$ cat src/rtl/prf_pkg.sv
package prf_pkg;
  localparam int A_PSTATE = 0;
  localparam int A_LEVEL  = 1;
  localparam int A_HSTATE = 2;
  localparam int A_TBASE  = 3;
  localparam int A_IDENT  = 4;
  localparam int A_QBASE  = 8;
  localparam int QN       = 8;
  localparam int QIDX_W   = $clog2(QN);

  typedef struct packed {
    logic              pstate;
    logic              level;
    logic              hstate;
    logic              tbase;
    logic              ident;
    logic              queue;
    logic [QIDX_W-1:0] qidx;
    logic              known;
  } sel_t;
endpackage

$ cat src/rtl/prf_decode.sv
module prf_decode #(
  parameter int ADDR_W = 5
) (
  input  logic [ADDR_W-1:0] addr,
  output prf_pkg::sel_t     sel
);
  import prf_pkg::*;
  localparam int QSHIFT = QIDX_W;

  always_comb begin
    sel        = '0;
    sel.pstate = (addr == ADDR_W'(A_PSTATE));
    sel.level  = (addr == ADDR_W'(A_LEVEL));
    sel.hstate = (addr == ADDR_W'(A_HSTATE));
    sel.tbase  = (addr == ADDR_W'(A_TBASE));
    sel.ident  = (addr == ADDR_W'(A_IDENT));
    sel.queue  = ((addr >> QSHIFT) == ADDR_W'(A_QBASE >> QSHIFT));
    sel.qidx   = addr[QIDX_W-1:0];
    sel.known  = sel.pstate | sel.level | sel.hstate | sel.tbase |
                 sel.ident | sel.queue;
  end
endmodule

$ cat src/rtl/prf_recheck.sv
module prf_recheck #(
  parameter int LVL_W = 4
) (
  input  prf_pkg::sel_t    sel,
  input  logic             wr_en,
  input  logic             ie_now,
  input  logic             ie_new,
  input  logic [LVL_W-1:0] lvl_now,
  input  logic [LVL_W-1:0] lvl_new,
  output logic             fire
);
  logic ie_rise, lvl_drop;

  always_comb begin
    ie_rise  = sel.pstate & ~ie_now & ie_new;
    lvl_drop = sel.level & (lvl_new < lvl_now);
    fire     = wr_en & (ie_rise | lvl_drop | sel.queue);
  end
endmodule

$ cat src/rtl/prf_readmux.sv
module prf_readmux #(
  parameter int DATA_W = 64,
  parameter int LVL_W  = 4,
  parameter int QN     = 8,
  parameter logic [DATA_W-1:0] IDENT = '0
) (
  input  prf_pkg::sel_t               sel,
  input  logic [DATA_W-1:0]           pstate,
  input  logic [LVL_W-1:0]            level,
  input  logic [DATA_W-1:0]           hstate,
  input  logic [DATA_W-1:0]           tbase,
  input  logic [QN-1:0][DATA_W-1:0]   qptr,
  output logic [DATA_W-1:0]           value
);
  always_comb begin
    value = '0;
    if (sel.pstate)      value = pstate;
    else if (sel.level)  value = {{(DATA_W-LVL_W){1'b0}}, level};
    else if (sel.hstate) value = hstate;
    else if (sel.tbase)  value = tbase;
    else if (sel.ident)  value = IDENT;
    else if (sel.queue)  value = qptr[sel.qidx];
  end
endmodule

$ cat src/rtl/priv_ctl_regs.sv
module priv_ctl_regs #(
  parameter int DATA_W  = 64,
  parameter int ADDR_W  = 5,
  parameter int LVL_W   = 4,
  parameter int IE_BIT  = 1,
  parameter int HID_BIT = 11,
  parameter int TBA_LOW = 15,
  parameter int NWIN    = 8,
  parameter int MAXTL   = 6,
  parameter int MAXGL   = 3
) (
  input  logic              clk,
  input  logic              rst,
  input  logic              wr_en,
  input  logic              rd_en,
  input  logic [ADDR_W-1:0] addr,
  input  logic [DATA_W-1:0] wdata,
  output logic [DATA_W-1:0] rdata,
  output logic              recheck,
  output logic              err
);
  import prf_pkg::*;

  localparam logic [DATA_W-1:0] TBA_MASK = {DATA_W{1'b1}} << TBA_LOW;
  localparam logic [DATA_W-1:0] HID_SET  = DATA_W'(1) << HID_BIT;
  localparam logic [DATA_W-1:0] IDENT    =
    {{(DATA_W-24){1'b0}}, 8'(MAXGL), 8'(MAXTL), 8'(NWIN)};

  sel_t                       sel;
  logic [DATA_W-1:0]          pstate_q, hstate_q, tbase_q, rd_val;
  logic [LVL_W-1:0]           level_q;
  logic [QN-1:0][DATA_W-1:0]  qptr_q;
  logic                       fire, bad;

  prf_decode #(.ADDR_W(ADDR_W)) u_dec (.addr(addr), .sel(sel));

  prf_recheck #(.LVL_W(LVL_W)) u_rchk (
    .sel(sel), .wr_en(wr_en),
    .ie_now(pstate_q[IE_BIT]), .ie_new(wdata[IE_BIT]),
    .lvl_now(level_q), .lvl_new(wdata[LVL_W-1:0]),
    .fire(fire)
  );

  prf_readmux #(.DATA_W(DATA_W), .LVL_W(LVL_W), .QN(QN), .IDENT(IDENT)) u_rmux (
    .sel(sel), .pstate(pstate_q), .level(level_q), .hstate(hstate_q),
    .tbase(tbase_q), .qptr(qptr_q), .value(rd_val)
  );

  always_comb begin
    bad = (wr_en & (~sel.known | sel.ident)) | (rd_en & ~sel.known);
  end

  always_ff @(posedge clk) begin
    if (rst) begin
      pstate_q <= '0;
      level_q  <= '0;
      hstate_q <= HID_SET;
      tbase_q  <= '0;
      qptr_q   <= '0;
    end else if (wr_en) begin
      if (sel.pstate) pstate_q <= wdata;
      if (sel.level)  level_q  <= wdata[LVL_W-1:0];
      if (sel.hstate) hstate_q <= wdata | HID_SET;
      if (sel.tbase)  tbase_q  <= wdata & TBA_MASK;
      for (int i = 0; i < QN; i++)
        if (sel.queue && (sel.qidx == QIDX_W'(i))) qptr_q[i] <= wdata;
    end
  end

  always_ff @(posedge clk) begin
    if (rst) begin
      rdata   <= '0;
      recheck <= 1'b0;
      err     <= 1'b0;
    end else begin
      if (rd_en) rdata <= rd_val & (sel.tbase ? TBA_MASK : {DATA_W{1'b1}});
      recheck <= fire;
      err     <= bad;
    end
  end
endmodule

$ cat config.mk
export PLATFORM = sky130hd
export DESIGN_NAME = priv_ctl_regs
export DESIGN_NICKNAME = d
export VERILOG_FILES = /design/src/rtl/prf_pkg.sv /design/src/rtl/prf_decode.sv /design/src/rtl/prf_recheck.sv /design/src/rtl/prf_readmux.sv /design/src/rtl/priv_ctl_regs.sv
export SDC_FILE = /design/constraint.sdc
export NUM_CORES = 2
export LEC_CHECK = 0
export ABC_AREA = 1
export ABC_CLOCK_PERIOD_IN_PS = 3400
export CAP_MARGIN = 20
export CORE_MARGIN = 4
export CORE_UTILIZATION = 52
export DETAILED_ROUTE_END_ITERATION = 10
export GPL_TIMING_DRIVEN = 0
export PLACE_DENSITY = 0.67
export SETUP_SLACK_MARGIN = 0.1
export SLEW_MARGIN = 25
export SYNTH_ARGS = -nofsm -noshare
export SYNTH_HDL_FRONTEND = slang
export SYNTH_HIERARCHICAL = 1
export SYNTH_SLANG_ARGS = --single-unit
$ cat constraint.sdc
create_clock -name clk -period 3.4 [get_ports clk]
set_clock_uncertainty 0.2 [all_clocks]
set_input_delay 0.68 -clock clk [delete_from_list [all_inputs] [get_ports clk]]
set_output_delay 0.68 -clock clk [all_outputs]
set_load 0.03 [all_outputs]
==> run summary <==
The post-detailed-routing wire length came out at 147 mm. The fraction of the yosys area taken by sequential cells is 41.3%. The clock latency on the worst-skew pair came out at 0.64 ns. Counting stages on the worst path, the most repeated cell is sky130_fd_sc_hd__nor2_1. The layout-stage area growth over the synthesis result came out at 14.8%. The detailed-route vias per instance came out at roughly 5.6.

The synthesized netlist devotes 0% of its cell area to XOR and XNOR gates. Summing the areas of all compound-gate instances in the mapped netlist gives slightly above 10% of the synthesized area. The actual transition at the worst max-transition pin came out at 0.944 ns. The maximum number of pins on one net before global-route repair came out at 14. Counting flops and latches in the post-synthesis netlist gives around 760. In this run the remaining antenna-violating nets after routing total 0. The kind of critical path is input pin to register. The kind of start point of the critical path is an input pin. The via total after detailed routing is 38600. On the critical path, the stage with the largest delay is an instance of sky130_fd_sc_hd__clkdlybuf4s50_1. The mux cell area share after synthesis is 0%. The routability-driven placement congestion ratio came out at about 0.96. The number of instances in the synthesized netlist is 5636. The signal on the critical path passes through clkdlybuf4s50_1 > nand2_1 > nor2_1 > clkbuf_2 > inv_2 > clkbuf_1 > nor2_1 > nor2_1 > nand2_1 > nand2_1 > nor2_1 > nor2_1. The largest voltage drop on the vdd net is 0.367 mV. The number of clock buffers added by TritonCTS is between 80 and 90. Counting I/O delays and the setup requirement, the final critical path takes roughly 3.4 ns. The post-route setup TNS is 0 ns.

The cell family contributing the most delay on the critical path is buffers and inverters. The required time reported for the critical path endpoint came out at between 3 and 4 ns. The half-perimeter wire length of the detailed placement result came out at approximately 100 mm. The total number of nets in the final design is ~6000. Setup repair after global routing left no endpoint under its margin.

The clock-pin slew of the registers on the worst-case setup and hold paths came out at 0.06 ns. The count of unique library cells instantiated by Yosys came out at 32. After the first detailed-routing iteration, the DRC count stood at around 4700. The cell sitting at the root of the clock tree is a sky130_fd_sc_hd__clkbuf_16. In this run the vertical extent of the chip is between 200 and 300 um. The number of antenna violations at the first check in global routing is 4. The share of the core filled with cells came out at approximately three fifths.

The share of layout cells above drive strength 1 came out at 8.61%. During synthesis, Yosys emitted a total of 6 warnings. The buffering stage count on the worst path with inverters included came out at 4. The number of global-route vias before repair is approximately 35000. The delay of the slowest cell on the worst path is 0.66 ns. The number of buffer cells added on primary ports is 137. The highest fanout seen on the critical path is 10.

The number of sinks on the clock net is about 760. By area, the combinational part of the netlist is dominated by simple AND/OR/NAND/NOR gates. The DRC violation count after routing is 0. The placeable core area came out at 0.0700 mm2. The data arrival time at the worst-slack endpoint is about 3.7 ns. The static leakage is 17.9 nW. The final max-slew violation count is 0. The final non-filler cell area is ~0.042 mm2. The area of the die came out at ~0.075 mm2.

Averaged over all synthesized cells, the footprint is about 6.5 um2. The final instance count without filler cells is between 6000 and 7000. The worst hold-check path type is input pin to register. The cell area after technology mapping came out at around 0.037 mm2.

Timing would allow up to 0.297 GHz. ~140 I/O pins were placed. The run finished with clean final reports. Hold repair after CTS inserted 0 buffers. The total track usage came out at a little under two fifths. The number of iterations in the first detailed-routing pass came out at 8. The first global-routing pass estimated ~220 mm of wire. The number of buffers between clock root and the deepest sink came out at 3. The least setup slack across all paths after layout came out at roughly 0.029 ns.

The adder-cell share of the synthesized area came out at 0.102%. The final critical path takes up 99.1% of the cycle. The area after detailed placement came out at 0.0393 mm2. The die is 274 um wide.

The power density over cell area is around 500 mW/mm2. The number of max-cap violations came out at 0. For flop-to-flop paths, the worst setup slack is about 1.5 ns. The total setup violations reported at the end of the flow is 0. The wire length per cell after detailed routing is 21.4 um. The number of placed instances, taps included, is between 6000 and 7000. The TritonCTS clock tree is built.

In this run the number of H-tree levels came out at 3. The worst setup path is captured at a register. The filler cell count is 7010. The placement-stage worst setup slack is -0.919 ns.

For this configuration, the core starts out at a cell density of 52.4%. The number of cell rows came out at between 90 and 100. The worst max-slew margin expressed relative to the limit came out at about 37%.

The number of hold-slack violations in the final timing report came out at 0. For this run the aggregate overflow at the end of global routing stands at 0. The synthesized netlist devotes a little over a third of its cell area to simple gates.
## sequential cells by signal (all words and copies together), names as in the netlist
signal    flops
level_q       4
rdata        64
qptr_q      512
hstate_q     63
tbase_q      49
pstate_q     64
recheck       1
err           1
## metal layers
metal	global-route usage [%]	wire, um	vias up
met3	8.77	16600	470
met2	56.9	61600	2220
met5	1.12	127	-
met1	51.4	59900	17700
met4	20.6	8940	4
li1	-	-	18200
## worst paths after layout
kind / from / end / cells after the start
worst min-delay path: rst / rdata[2]$_SDFFE_PP0P_ / 2
worst max register to register: qptr_q[81]$_SDFFE_PP0P_ / rdata[17]$_SDFFE_PP0P_ / 11
worst max-delay path: addr[1] / rdata[51]$_SDFFE_PP0P_ / 12
worst min register to register: rdata[14]$_SDFFE_PP0P_ / rdata[14]$_SDFFE_PP0P_ / 2
## power by group
| part | internal (W) | switching, W |
|---|---|---|
| sequential | 0.00903 | 0.0000779 |
| clock | 0.00538 | 0.00382 |
| combinational | 0.000713 | 0.00175 |
| total | 0.0151 | 0.00565 |
## final cells by class
type	instances	area [um2]	share of cell area (%)
Antenna cell	6	15.0	0.0356
Buffer	487	2990	7.09
Clock buffer	129	2520	5.98
Clock inverter	20	206	0.490
Inverter	361	1360	3.22
Multi-Input combinational cell	4043	17300	41.1
Sequential cell	758	15200	36.0
Tap cell	940	1180	2.79
Timing Repair Buffer	138	1390	3.30
## Yosys cell counts
library cell               instances  area, um2
sky130_fd_sc_hd__a21oi_1         255       1280
sky130_fd_sc_hd__a21oi_2           2       17.5
sky130_fd_sc_hd__a22oi_1           4       30.0
sky130_fd_sc_hd__buf_1             9       33.8
sky130_fd_sc_hd__buf_2           226       1130
sky130_fd_sc_hd__buf_4            19        143
sky130_fd_sc_hd__buf_6            75        845
sky130_fd_sc_hd__clkbuf_1        138        518
sky130_fd_sc_hd__clkbuf_4          1       7.51
sky130_fd_sc_hd__clkbuf_8         20        275
sky130_fd_sc_hd__clkinv_1         13       48.8
sky130_fd_sc_hd__conb_1            2       7.51
sky130_fd_sc_hd__dfxtp_1         758      15200
sky130_fd_sc_hd__ha_1              3       37.5
sky130_fd_sc_hd__inv_1           343       1290
sky130_fd_sc_hd__inv_2             4       15.0
sky130_fd_sc_hd__inv_4             1       6.26
sky130_fd_sc_hd__nand2_1        1108       4160
sky130_fd_sc_hd__nand2_2           1       6.26
sky130_fd_sc_hd__nand3_1         718       3590
sky130_fd_sc_hd__nand3_4           2       35.0
sky130_fd_sc_hd__nand3b_1          1       7.51
sky130_fd_sc_hd__nor2_1         1449       5440
sky130_fd_sc_hd__nor2_2            2       12.5
sky130_fd_sc_hd__nor2_4            6       67.6
sky130_fd_sc_hd__nor2_8            4       80.1
sky130_fd_sc_hd__nor3b_2           1       12.5
sky130_fd_sc_hd__o21ai_0         295       1480
sky130_fd_sc_hd__o21ai_1         112        561
sky130_fd_sc_hd__o22ai_1          59        369
sky130_fd_sc_hd__or2_0             4       25.0
sky130_fd_sc_hd__or2_1             1       6.26
## repair_timing
| item | in CTS | in global routing |
|---|---|---|
| endpoints found under the setup margin | 64 | 51 |
| buffers inserted | 1 | 0 |
| resized for setup | 8 | 24 |
## placed cells by master, fill, tap and decap left out, drive strengths merged
| master | synthesis | routed |
|---|---|---|
| clkdlybuf4s50 | 0 | 137 |
| a21oi | 257 | 257 |
| nor3b | 1 | 1 |
| clkbuf | 159 | 291 |
| ha | 3 | 3 |
| o22ai | 59 | 59 |
| nand3b | 1 | 1 |
| clkdlybuf4s15 | 0 | 1 |
| nor2 | 1461 | 1461 |
| a22oi | 4 | 4 |
| nand2 | 1109 | 1109 |
| nand3 | 720 | 720 |
| dfxtp | 758 | 758 |
| clkinvlp | 0 | 1 |
| inv | 348 | 348 |
| conb | 2 | 16 |
| bufinv | 0 | 4 |
| buf | 329 | 325 |
| clkinv | 13 | 28 |
| or2 | 5 | 5 |
| o21ai | 407 | 407 |
| diode | 0 | 6 |
## cell families (layout without fill, tap and decap cells)
group | Yosys count | after routing
flops | 758 | 758
simple gates | 3297 | 3297
other cells | 2 | 22
compound gates | 727 | 727
buf+inv | 849 | 1135
fa+ha+maj | 3 | 3
## through the flow
stage | power [W] | hold slack [ns]
global placement | 0.0116 | 0.254
CTS | 0.0207 | 0.107
global route | 0.0213 | 0.138
detailed placement | 0.0117 | 0.258
floorplan | 0.0107 | 0.247
finish | 0.0208 | 0.122
(Power assumes the default switching activity.)
